`src/rtl/fd_pkg.sv`:
```
`timescale 1ns/1ps
package fd_pkg;
  localparam int BYTE_W = 8;
  localparam logic [31:0] CRC_POLY_REFL = 32'hEDB88320;
  localparam logic [31:0] CRC_RESIDUE   = 32'hDEBB20E3;

  typedef struct packed {
    logic startPkt;
    logic takeByte;
    logic endPkt;
    logic gapShort;
  } fdStrobes_t;

  function automatic logic [31:0] crcStep(input logic [31:0] c, input logic [BYTE_W-1:0] d);
    logic [31:0] r;
    r = c;
    for (int i = 0; i < BYTE_W; i++) begin
      if (r[0] ^ d[i]) r = (r >> 1) ^ CRC_POLY_REFL;
      else             r = r >> 1;
    end
    return r;
  endfunction
endpackage

```
`src/rtl/fd_ctrl.sv`:
```
`timescale 1ns/1ps
module fd_ctrl
  import fd_pkg::*;
#(
  parameter int MIN_GAP = 7
) (
  input  logic       clk,
  input  logic       rstN,
  input  logic       inValid,
  input  logic       inSop,
  input  logic       inEop,
  input  logic       unframedMode,
  output fdStrobes_t strb
);
  localparam int CNT_W = $clog2(MIN_GAP + 1);
  localparam logic [CNT_W-1:0] GAP_LIM = CNT_W'(MIN_GAP);

  logic             inPkt;
  logic [CNT_W-1:0] gapCnt;

  always_comb begin
    strb = '0;
    if (unframedMode) begin
      strb.takeByte = inValid;
    end else begin
      strb.startPkt = inValid & inSop & ~inPkt;
      strb.takeByte = inValid & (inPkt | inSop);
      strb.endPkt   = inValid & (inPkt | inSop) & inEop;
      strb.gapShort = strb.startPkt & (gapCnt < GAP_LIM);
    end
  end

  always_ff @(posedge clk) begin
    if (!rstN) begin
      inPkt  <= 1'b0;
      gapCnt <= GAP_LIM;
    end else begin
      if (unframedMode)      inPkt <= 1'b0;
      else if (strb.endPkt)  inPkt <= 1'b0;
      else if (strb.startPkt) inPkt <= 1'b1;

      if (strb.endPkt)            gapCnt <= CNT_W'(1);
      else if (gapCnt != GAP_LIM) gapCnt <= gapCnt + CNT_W'(1);
    end
  end
endmodule

```
`src/rtl/fd_datapath.sv`:
```
`timescale 1ns/1ps
module fd_datapath
  import fd_pkg::*;
(
  input  logic              clk,
  input  logic              rstN,
  input  logic [BYTE_W-1:0] inByte,
  input  logic              crcCheckEn,
  input  fdStrobes_t        strb,
  output logic [BYTE_W-1:0] outByte,
  output logic              outValid,
  output logic              outFirst,
  output logic              outLast,
  output logic              statusValid,
  output logic              statusCrcBad,
  output logic              statusGapShort
);
  logic [31:0] crcReg;
  logic [31:0] crcNext;
  logic        gapLatch;

  always_comb crcNext = crcStep(strb.startPkt ? 32'hFFFF_FFFF : crcReg, inByte);

  always_ff @(posedge clk) begin
    if (!rstN) begin
      crcReg         <= '1;
      gapLatch       <= 1'b0;
      outByte        <= '0;
      outValid       <= 1'b0;
      outFirst       <= 1'b0;
      outLast        <= 1'b0;
      statusValid    <= 1'b0;
      statusCrcBad   <= 1'b0;
      statusGapShort <= 1'b0;
    end else begin
      if (strb.takeByte) begin
        crcReg  <= crcNext;
        outByte <= inByte;
      end
      if (strb.startPkt) gapLatch <= strb.gapShort;
      outValid       <= strb.takeByte;
      outFirst       <= strb.startPkt;
      outLast        <= strb.endPkt;
      statusValid    <= strb.endPkt;
      statusCrcBad   <= strb.endPkt & crcCheckEn & (crcNext != CRC_RESIDUE);
      statusGapShort <= strb.endPkt & (strb.startPkt ? strb.gapShort : gapLatch);
    end
  end
endmodule

```
`src/rtl/frame_delineator.sv`:
```
`timescale 1ns/1ps
module frame_delineator
  import fd_pkg::*;
#(
  parameter int MIN_GAP = 7
) (
  input  logic              clk,
  input  logic              rstN,
  input  logic [BYTE_W-1:0] inByte,
  input  logic              inValid,
  input  logic              inSop,
  input  logic              inEop,
  input  logic              unframedMode,
  input  logic              crcCheckEn,
  output logic [BYTE_W-1:0] outByte,
  output logic              outValid,
  output logic              outFirst,
  output logic              outLast,
  output logic              statusValid,
  output logic              statusCrcBad,
  output logic              statusGapShort
);
  fdStrobes_t strb;

  fd_ctrl #(.MIN_GAP(MIN_GAP)) ctrl (
    .clk(clk), .rstN(rstN), .inValid(inValid), .inSop(inSop),
    .inEop(inEop), .unframedMode(unframedMode), .strb(strb)
  );

  fd_datapath dp (
    .clk(clk), .rstN(rstN), .inByte(inByte), .crcCheckEn(crcCheckEn),
    .strb(strb), .outByte(outByte), .outValid(outValid),
    .outFirst(outFirst), .outLast(outLast), .statusValid(statusValid),
    .statusCrcBad(statusCrcBad), .statusGapShort(statusGapShort)
  );
endmodule

```
`config.mk`:
```
export PLATFORM = sky130hd
export DESIGN_NAME = frame_delineator
export DESIGN_NICKNAME = d
export VERILOG_FILES = /design/src/rtl/fd_pkg.sv /design/src/rtl/fd_ctrl.sv /design/src/rtl/fd_datapath.sv /design/src/rtl/frame_delineator.sv
export SDC_FILE = /design/constraint.sdc
export NUM_CORES = 1
export LEC_CHECK = 0
export BUFFER_PORTS_ARGS = -buffer_cell sky130_fd_sc_hd__clkbuf_2
export CAP_MARGIN = 20
export CORE_AREA = 2 2 112 114
export CTS_CLUSTER_SIZE = 20
export DETAILED_ROUTE_END_ITERATION = 6
export DIE_AREA = 0 0 114 116
export GPL_TIMING_DRIVEN = 0
export MAX_ROUTING_LAYER = met4
export RECOVER_POWER = 25
export SLEW_MARGIN = 5
export SYNTH_ARGS = -nofsm -noshare
export SYNTH_HDL_FRONTEND = slang
export SYNTH_SLANG_ARGS = --single-unit
```
`constraint.sdc`:
```
create_clock -name clk -period 3.95 [get_ports clk]
set_input_delay 0.395 -clock clk [delete_from_list [all_inputs] [get_ports clk]]
set_output_delay 0.395 -clock clk [all_outputs]
set_load 0.01 [all_outputs]
```
[Yosys cells after proc, flatten, opt, wreduce, memory -nomap -nowiden]
Index checks and enable logic that the tools add are counted.
Operators by class
  eq/ne operators: 2
  bitwise gates (word level): 27
  $lt $le $gt $ge: 1
  $add $sub $neg: 1
  mux-type cells: 15
  reduce and logical (&&, ||, !) cells: 3
Operators by type and width (count)
  two-way mux 32 bit: 9
  NOT 13 -> 14 bit: 8
  inequality test 32 bit, second input constant: 1
  bitwise AND 1 bit: 8
  XOR 1 bit: 8
  two-way mux 3 bit: 2
  adder 3 x 1 -> 3 bit, second input constant: 1
  < comparator 3 bit, second input constant: 1
  two-way mux 1 bit: 3
  inequality test 3 bit, second input constant: 1
  OR reduction 3 bit: 1
  two-way mux 2 bit: 1
  NOT 1 bit: 2
  nonzero test 2 bit: 1
  OR reduction 2 bit: 1
  OR 1 bit: 1
Word-level totals
  output and inout port bits: 14
  register bits: 50
  input bits: 15
  logic and storage cells: 60

[Logic depth before layout (Yosys ltp)]
Gate-level depths: netlist (run 1).
  depth in word-level cells: 22
  mapped depth: 10
  gate-level depth less buffers: 8

[Cells and area by module]
Synthesis (run 1) repeated with hierarchy kept, for this count alone.
Unflattened totals
  cells, all modules: 407
  area, all modules: 3367.0 µm²
Modules (own cells, without submodules)
  fd_datapath: area an instance 3139.3 µm², seq. area each 920.9 µm², cells an instance 385, instances 1
  fd_ctrl: area an instance 227.7 µm², seq. area each 80.1 µm², cells an instance 22, instances 1

[Least setup slack after synthesis (run 1)]
Ideal clock, no wire load.
  kind: input to register
  start: input port inByte[6]
  end: register dp.statusCrcBad
  path buffers: 1
  data required time: 3.816 ns
  data arrival time: 2.529 ns
  stages: 8
  slack: 1.287 ns
  library setup time: 0.134 ns
  path through: buf_2 -> xnor3_1 -> xnor2_1 -> or3_4 -> and2_4 -> or4b_1 -> a222oi_1 -> a31oi_1
Between the ends
  cells in the longest elaborated chain, start to end: 6
RTL lines
  start: declaration: RTL line frame_delineator.sv:9  | input logic [BYTE_W-1:0] inByte,
  XOR 1 bit (*): RTL line fd_pkg.sv:18  | if (r[0] ^ d[i]) r = (r >> 1) ^ CRC_POLY_REFL;
  two-way mux 32 bit (*): RTL line fd_pkg.sv:18
  NOT 13 -> 14 bit (no line)
  two-way mux 32 bit (*): RTL line fd_pkg.sv:18
  inequality test 32 bit (*): RTL line fd_datapath.sv:45  | statusCrcBad <= strb.endPkt & crcCheckEn & (crcNext != CRC_RESIDUE);
  bitwise AND 1 bit (*): RTL line fd_datapath.sv:45
  end signal: assignment: RTL line fd_datapath.sv:45
  end: declaration: RTL line fd_datapath.sv:15  | output logic statusCrcBad,
Every way passes the cells marked *; elsewhere a longest branch is shown, timed or not.
A chain may end at the register's enable or synchronous reset.

[Worst setup path in the final report (run 1)]
  start: register ctrl.inPkt
  end: register dp.statusCrcBad
Between the ends
  cells in the longest elaborated chain, start to end: 20
  elaborated cells on any way between the ends: 35
  classes of those cells: 1 x eq/ne; 11 x mux; 23 x bitwise
RTL lines
  start: declaration: RTL line fd_ctrl.sv:18  | logic inPkt;
  start signal: assignment: RTL line fd_ctrl.sv:35  | inPkt <= 1'b0;
  start signal: assignment: RTL line fd_ctrl.sv:38  | if (unframedMode) inPkt <= 1'b0;
  start signal: assignment: RTL line fd_ctrl.sv:39  | else if (strb.endPkt) inPkt <= 1'b0;
  NOT 1 bit: RTL line fd_ctrl.sv:26  | strb.startPkt = inValid & inSop & ~inPkt;
  bitwise AND 1 bit: RTL line fd_ctrl.sv:26
  two-way mux 1 bit: RTL line fd_ctrl.sv:23  | if (unframedMode) begin
  two-way mux 32 bit: RTL line fd_datapath.sv:22  | always_comb crcNext = crcStep(strb.startPkt ? 32'hFFFF_FFFF : crcReg, inByte);
  XOR 1 bit or NOT 13 -> 14 bit (tied branches)
  two-way mux 32 bit: RTL line fd_pkg.sv:18
  two-way mux 32 bit or NOT 13 -> 14 bit (tied branches)
  NOT 13 -> 14 bit (no line) or two-way mux 32 bit (tied branches)
  [... 4 more ...]
  NOT 13 -> 14 bit (no line) or two-way mux 32 bit (tied branches)
  two-way mux 32 bit or NOT 13 -> 14 bit (tied branches)
  NOT 13 -> 14 bit (no line) or two-way mux 32 bit (tied branches)
  two-way mux 32 bit: RTL line fd_pkg.sv:18
  NOT 13 -> 14 bit (no line)
  two-way mux 32 bit: RTL line fd_pkg.sv:18
  inequality test 32 bit: RTL line fd_datapath.sv:45
  bitwise AND 1 bit (*): RTL line fd_datapath.sv:45
Marked as above.

==> flow_summary.yaml, run 1 <==
drt:
  drt_iter0_drc: 187
  wl_um: 10030
  remaining_drc_errors: 0
  dr.pass1.iters: 5
  avgViaCountPerCell: 5.182
  via_count: 3021
  antenna_left: 0
  wl_per_cell_um: 17.20
critical_path:
  timing.rr.start: "ctrl.inPkt"
  critPathArrivalTime_ns: 3.38
  startpoint_type: "flip-flop"
  required_ns: 4.11
  crit_start: "ctrl.inPkt"
  worstPathMaxFanout: 10
  cp-end-kind: "flip-flop"
  critical_path_class: "flip-flop to flip-flop"
die:
  ios: 29
  initial_core_util_pct: 29.88
  die_y_um: 116
  die_w_um: 114
  core_um2: 11910
  row_count: 40
  dieArea_um2: 13220
logic_synthesis:
  ys.flop_type: "dfxtp_1"
  ys_warn_count: 0
  async_flop_share_pct: 0
  ys_seq_area_share_pct: 28.12
  synth_fp_nets: 423
  netlist_area_um2: 3560
  synth.top_cell.area_share_pct: 28.12
  synth_seq_cells: 50
  synth_largest_area_cell: "dfxtp_1"
  synth_edf_count: 0
  synth_cell_types: 59
  syn_inst: 405
  synthTopCellsByArea: "dfxtp_1 (28%), xnor2_1 (15%), nand2_1 (6.9%), o211ai_1 (6.5%), xor2_1 (5.4%)"
  synth.avg_cell_area_um2: 8.789
cells_and_area:
  finalInstanceArea_um2: 3994
  antenna_cells: 0
  regArea_um2: 1001
  drive_gt1_share_pct: 7.798
  area_growth_pct: 12.20
  fillers: 1245
  multiInputGateArea_um2: 2405
  nets: 453
hold_path:
  hp-start: "crcCheckEn"
  hold_class: "input port to flip-flop"
flow_run:
  max-cap-violations: 0
clocking:
  cts_buffer_depth: 2
  ctsHoldBuffers: 0
  cts_buffers: 5
  cts.repair.resized: 0
  clk_pin_slew_ns: 0.08
  htreeDepth: 2
  insertion_delay_ns: 0.30
  cts_root_buf: "clkbuf_16"
  cts_tree: "built"
  clkSinkCount: 50
  postCtsSetupRepairBufs: 0
placed_design:
  dpl_cell_area_um2: 3859
  place_congestion: 0.9262
  port_buffers: 23
  place_ws_ns: 0.6860
  dp_hpwl_um: 7408
grt:
  grt.overflow.total: 0
  grt_usage_pct: 16.14
  antenna_found_initial: 0
  grt_pass1_vias: 2937
  grt_pass1_wl_um: 15940
  grt_start_max_net_pins: 19
sta:
  layout_min_cycle_time_ns: 3.216
  finalHoldViolCount: 0
  fin_hold_ws_ns: 0.3364
  setup_viol: 0
  timing.setup.tns_ns: 0
  rsz0062_at_grt: "no"
  timing.final.crit_share_pct: 81.41
  fin_worst_skew_ns: 0.006361
  max_freq_mhz: 311.0
  setup_ws_ns: 0.7344
  relSlewSlack_pct: 41.09
  finalMaxSlewViolations: 0
  worst_slew_pin_slew_ns: 0.8773
power:
  p_per_area_nw_per_um2: 560.7
  power_leakage_nw: 1.604
  ir_drop_uv: 220.4
  report.power.total_w: 0.002239
run_status:
  status: "complete, no violations"
-- final timing paths --
check                     to  slack (ns)  cells past startpoint
min          dp.statusCrcBad        0.34                      3
max          dp.statusCrcBad        0.73                     10
max reg2reg  dp.statusCrcBad        0.73                     10
min reg2reg    dp.outByte[4]        0.47                      2
-- sequential cells by signal, summed over array words and instances, names as in the netlist --
| name | count |
|---|---|
| ctrl.gapCnt | 3 |
| dp.statusGapShort | 1 |
| dp.statusCrcBad | 1 |
| dp.outByte | 8 |
| ctrl.inPkt | 1 |
| dp.crcReg | 32 |
| dp.outFirst | 1 |
| dp.outLast | 1 |
| dp.gapLatch | 1 |
| dp.outValid | 1 |
-- synthesized netlist by cell type (2+ instances only) --
| cell type | n |
|---|---|
| a211o_1 | 3 |
| a211oi_1 | 3 |
| a21boi_0 | 8 |
| a21oi_1 | 3 |
| a22oi_1 | 3 |
| a32oi_1 | 2 |
| and2_1 | 6 |
| and3_1 | 3 |
| and4_1 | 3 |
| buf_1 | 2 |
| buf_2 | 6 |
| buf_4 | 2 |
| buf_6 | 2 |
| clkbuf_1 | 20 |
| dfxtp_1 | 50 |
| ha_1 | 3 |
| mux2i_1 | 4 |
| nand2_1 | 65 |
| nand3_1 | 5 |
| nand4_1 | 4 |
| nor2_1 | 22 |
| nor2_4 | 2 |
| nor2b_1 | 2 |
| nor3_1 | 6 |
| o2111a_1 | 2 |
| o2111ai_1 | 2 |
| o211ai_1 | 31 |
| o21a_1 | 2 |
| o21ai_0 | 14 |
| or3_1 | 6 |
| xnor2_1 | 59 |
| xnor3_1 | 7 |
| xnor3_4 | 2 |
| xor2_1 | 22 |
| xor3_1 | 5 |
-- cell usage in the layout, fill, tap and decap left out, drive strengths merged, types with 2 or more instances in the layout --
cell      n
a32oi     2
dfxtp    50
o2111a    2
o21a      2
xnor3     9
inv       3
buf      12
ha        3
mux2i     4
nor2b     2
nor2     24
a211o     4
nand2    65
clkbuf   48
xor3      5
xor2     22
a21boi    8
and3      3
o21ai    15
nand4     4
nand3     5
a22oi     3
o211ai   31
and2      7
or3       7
a21oi     3
o2111ai   2
nor3      6
xnor2    60
a211oi    3
and4      3
-- routing by layer --
layer	vias to the layer above	wire [µm]	track usage [%]
li1	1477	-	-
met1	1436	4460	20.74
met2	91	4644	26.43
met3	17	749	2.615
met4	0	171	4.390
met5	-	0	-
-- report_power, final --
part	switching [W]	internal, W
Clock	0.000223	0.000244
Combinational	0.000608	0.000529
Sequential	0.0000548	0.000580
-- critical path, cell delays in order (launching register included) --
cell	delay (ns)
dfxtp_1	0.35
and4bb_1	0.25
buf_2	0.18
clkbuf_1	0.48
buf_1	0.50
nor2_1	0.13
xor2_1	0.26
o2111a_1	0.29
nand4_1	0.12
nor4_1	0.35
a31oi_1	0.16
-- area by class of cell --
cell class / count / area share (%)
Tap cell: 147 / 4.605
Timing Repair Buffer: 23 / 2.412
Multi-Input combinational cell: 322 / 60.21
Clock buffer: 5 / 3.133
Sequential cell: 50 / 25.06
Inverter: 1 / 0.09398
Buffer: 32 / 3.759
Clock inverter: 3 / 0.7206
-- cells by family after synthesis --
| family | share of synthesized area [%] |
|---|---|
| simple gates | 18.84 |
| fa+ha+maj | 1.055 |
| compound gates | 16.91 |
| xor+xnor | 29.63 |
| mux | 1.125 |
| flops | 28.12 |
| buf+inv | 4.323 |
-- metrics by stage --
stage               util, %  cells
finish                33.53    583
global placement      32.40    575
floorplan                 -    405
detailed placement    32.40    575
global route          33.53    583
CTS                   33.69    583
No activity file was read; power rests on OpenSTA's default activity.
==> run 2, diff against run 1 <==
- ABC_AREA: unset -> 1
- CORE_AREA: 2 2 112 114 -> 2 2 110 112
- DIE_AREA: 0 0 114 116 -> 0 0 112 114
- clock period: 3.95 -> 2.62 ns (I/O delays scaled with it)
==> run 2 against run 1 <==
Synthesized cell count increased by 42%. Maximum frequency increased by 32%. Wire length increased by 8.3%. Sequential power increased by 42%. Sequential share of layout area increased by 0.43 points.
==> flow_summary.yaml, run 2 <==
logic_synthesis:
  syn_inst: 574
  synth_largest_area_cell: "dfxtp_1"
  synth.avg_cell_area_um2: 5.920
  synthTopCellsByCount: "nand2_1 (222), nand3_1 (53), dfxtp_1 (50)"
  synth_seq_cells: 50
  synth_cell_types: 28
  synth.top_cell.area_share_pct: 29.46
  async_flop_share_pct: 0
  yosysMostFrequentCell: "nand2_1"
  synthTopCellsByArea: "dfxtp_1 (29%), nand2_1 (25%), nand3_1 (7.8%), inv_1 (5.2%), a21oi_1 (5.0%)"
  ys.flop_type: "dfxtp_1"
  ys_warn_count: 0
  synth_edf_count: 0
  netlist_area_um2: 3398
  ys_seq_area_share_pct: 29.46
  synth_fp_nets: 592
placed_design:
  port_buffers: 27
  dp.cells: 748
  dpl_cell_area_um2: 3717
  place_ws_ns: 0.05474
  place_congestion: 0.9186
  dp_hpwl_um: 8151
drt:
  drt_iter0_drc: 276
  via_count: 3767
  wl_um: 10850
  wl_per_cell_um: 14.36
  dr.pass1.iters: 5
  avgViaCountPerCell: 4.983
  antenna_left: 0
  remaining_drc_errors: 0
grt:
  grt_usage_pct: 17.64
  grt_pass1_vias: 3431
  antenna_found_initial: 0
  grt_start_max_net_pins: 16
  grt_pass1_wl_um: 17280
  grt.overflow.total: 0
cells_and_area:
  layout_commonest_cell: "nand2_1"
  largestRegisters: "dp.crcReg x32, dp.outByte x8, ctrl.gapCnt x3"
  multiInputGateArea_um2: 2103
  antenna_cells: 0
  finalInstanceArea_um2: 3926
  fillers: 1307
  regMostFlops: "dp.crcReg"
  final_cell_mix: "nand2_1 (221), nand3_1 (52), dfxtp_1 (50)"
  nets: 626
  area_growth_pct: 15.54
  drive_gt1_share_pct: 11.33
  largest_reg_flops: 32
  finalNonFillerCells: 756
  regArea_um2: 1001
sta:
  max_freq_mhz: 409.7
  finalHoldViolCount: 0
  fin_hold_ws_ns: 0.1777
  setup_ws_ns: 0.1790
  finalMaxSlewViolations: 0
  worst_slew_pin_slew_ns: 0.6131
  layout_min_cycle_time_ns: 2.441
  fin_worst_skew_ns: 0.005385
  rsz0062_at_grt: "no"
  timing.setup.tns_ns: 0
  setup_viol: 0
  timing.final.crit_share_pct: 93.17
  relSlewSlack_pct: 59.13
power:
  power_leakage_nw: 2.020
  p_per_area_nw_per_um2: 704.9
  ir_drop_uv: 300.7
hold_path:
  hold_class: "input port to flip-flop"
die:
  ios: 29
  dieArea_um2: 12770
  row_count: 40
  die_w_um: 112
  die_y_um: 114
  initial_core_util_pct: 29.02
  core_um2: 11710
clocking:
  postCtsSetupRepairBufs: 0
  clkSinkCount: 50
  cts_buffer_depth: 2
  cts_buffers: 5
  cts_root_buf: "clkbuf_16"
  insertion_delay_ns: 0.29
  cts_tree: "built"
  clk_pin_slew_ns: 0.07
  htreeDepth: 2
critical_path:
  cp-end-kind: "flip-flop"
  startpoint_type: "flip-flop"
  worstPathMaxFanout: 10
  ff2ff_setup_slack_ns: 0.18
  critPathArrivalTime_ns: 2.63
  required_ns: 2.81
  critical_path_class: "flip-flop to flip-flop"
run_status:
  status: "complete, no violations"
flow_run:
  max-cap-violations: 0
run 2: critical path: stages (launching register included):
cell and delay (ns):
dfxtp_1 0.33, nor2_2 0.15, nand2_4 0.10, nand2_1 0.09, nand2_1 0.06, nand2_2 0.23, nand2_2 0.14, nand2_4 0.18
ha_1 0.17, nand3_1 0.14, nor2_1 0.13, nand3_1 0.07, nor2_1 0.14, nand2_1 0.07, nor2_1 0.10, nand2_1 0.06
nor2_1 0.12, nor2_1 0.05
run 2: path summary, 6_finish.rpt:
path / from / to / cells after the start
worst max-delay path: ctrl.inPkt / dp.statusCrcBad / 17
worst min-delay path: crcCheckEn / dp.statusCrcBad / 3
worst max register to register: ctrl.inPkt / dp.statusCrcBad / 17
worst min register to register: dp.crcReg[6] / dp.crcReg[6] / 2
run 2: layout make-up:
| type | instances | share of cell area [%] |
|---|---|---|
| Buffer | 20 | 2.900 |
| Clock buffer | 6 | 3.537 |
| Sequential cell | 50 | 25.49 |
| Clock inverter | 2 | 1.530 |
| Tap cell | 147 | 4.684 |
| Inverter | 55 | 5.258 |
| Multi-Input combinational cell | 449 | 53.57 |
| Timing Repair Buffer | 27 | 3.027 |
run 2: routing by layer:
metal / GRT usage (%) / share of wire (%)
met1: 22.57 / 45
met2: 29.58 / 46
met3: 2.657 / 6.9
met4: 4.309 / 1.7
met5: - / 0
run 2: where the power goes:
group / switching (W) / internal (W)
Clock: 0.000296 / 0.000574
Combinational: 0.000678 / 0.000320
Sequential: 0.0000531 / 0.000847
run 2: repair_timing:
item | CTS | global route
endpoints found under the setup margin | 0 | 11
gates resized for setup | 0 | 6
hold buffers | 0 | 0
run 2: kinds of logic (layout without fill, tap and decap cells):
group                    count (synthesis)  count (layout)  synth area share [%]
buffers and inverters                   75             110                 9.425
flip-flops                              50              50                 29.46
AND/OR/NAND/NOR                        354             354                 44.33
adder cells (fa/ha/maj)                  3               3                 1.105
XOR/XNOR                                 9               9                 2.761
AO/OA/AOI/OAI                           83              83                 12.92
run 2: metrics by stage:
| step | util, % | total power [W] |
|---|---|---|
| finish | 33.53 | 0.002768 |
| global route | 33.53 | 0.002950 |
| CTS | 33.44 | 0.002756 |
| detailed placement | 31.74 | 0.001889 |
| global placement | 31.74 | 0.001863 |
| floorplan | - | 0.001625 |
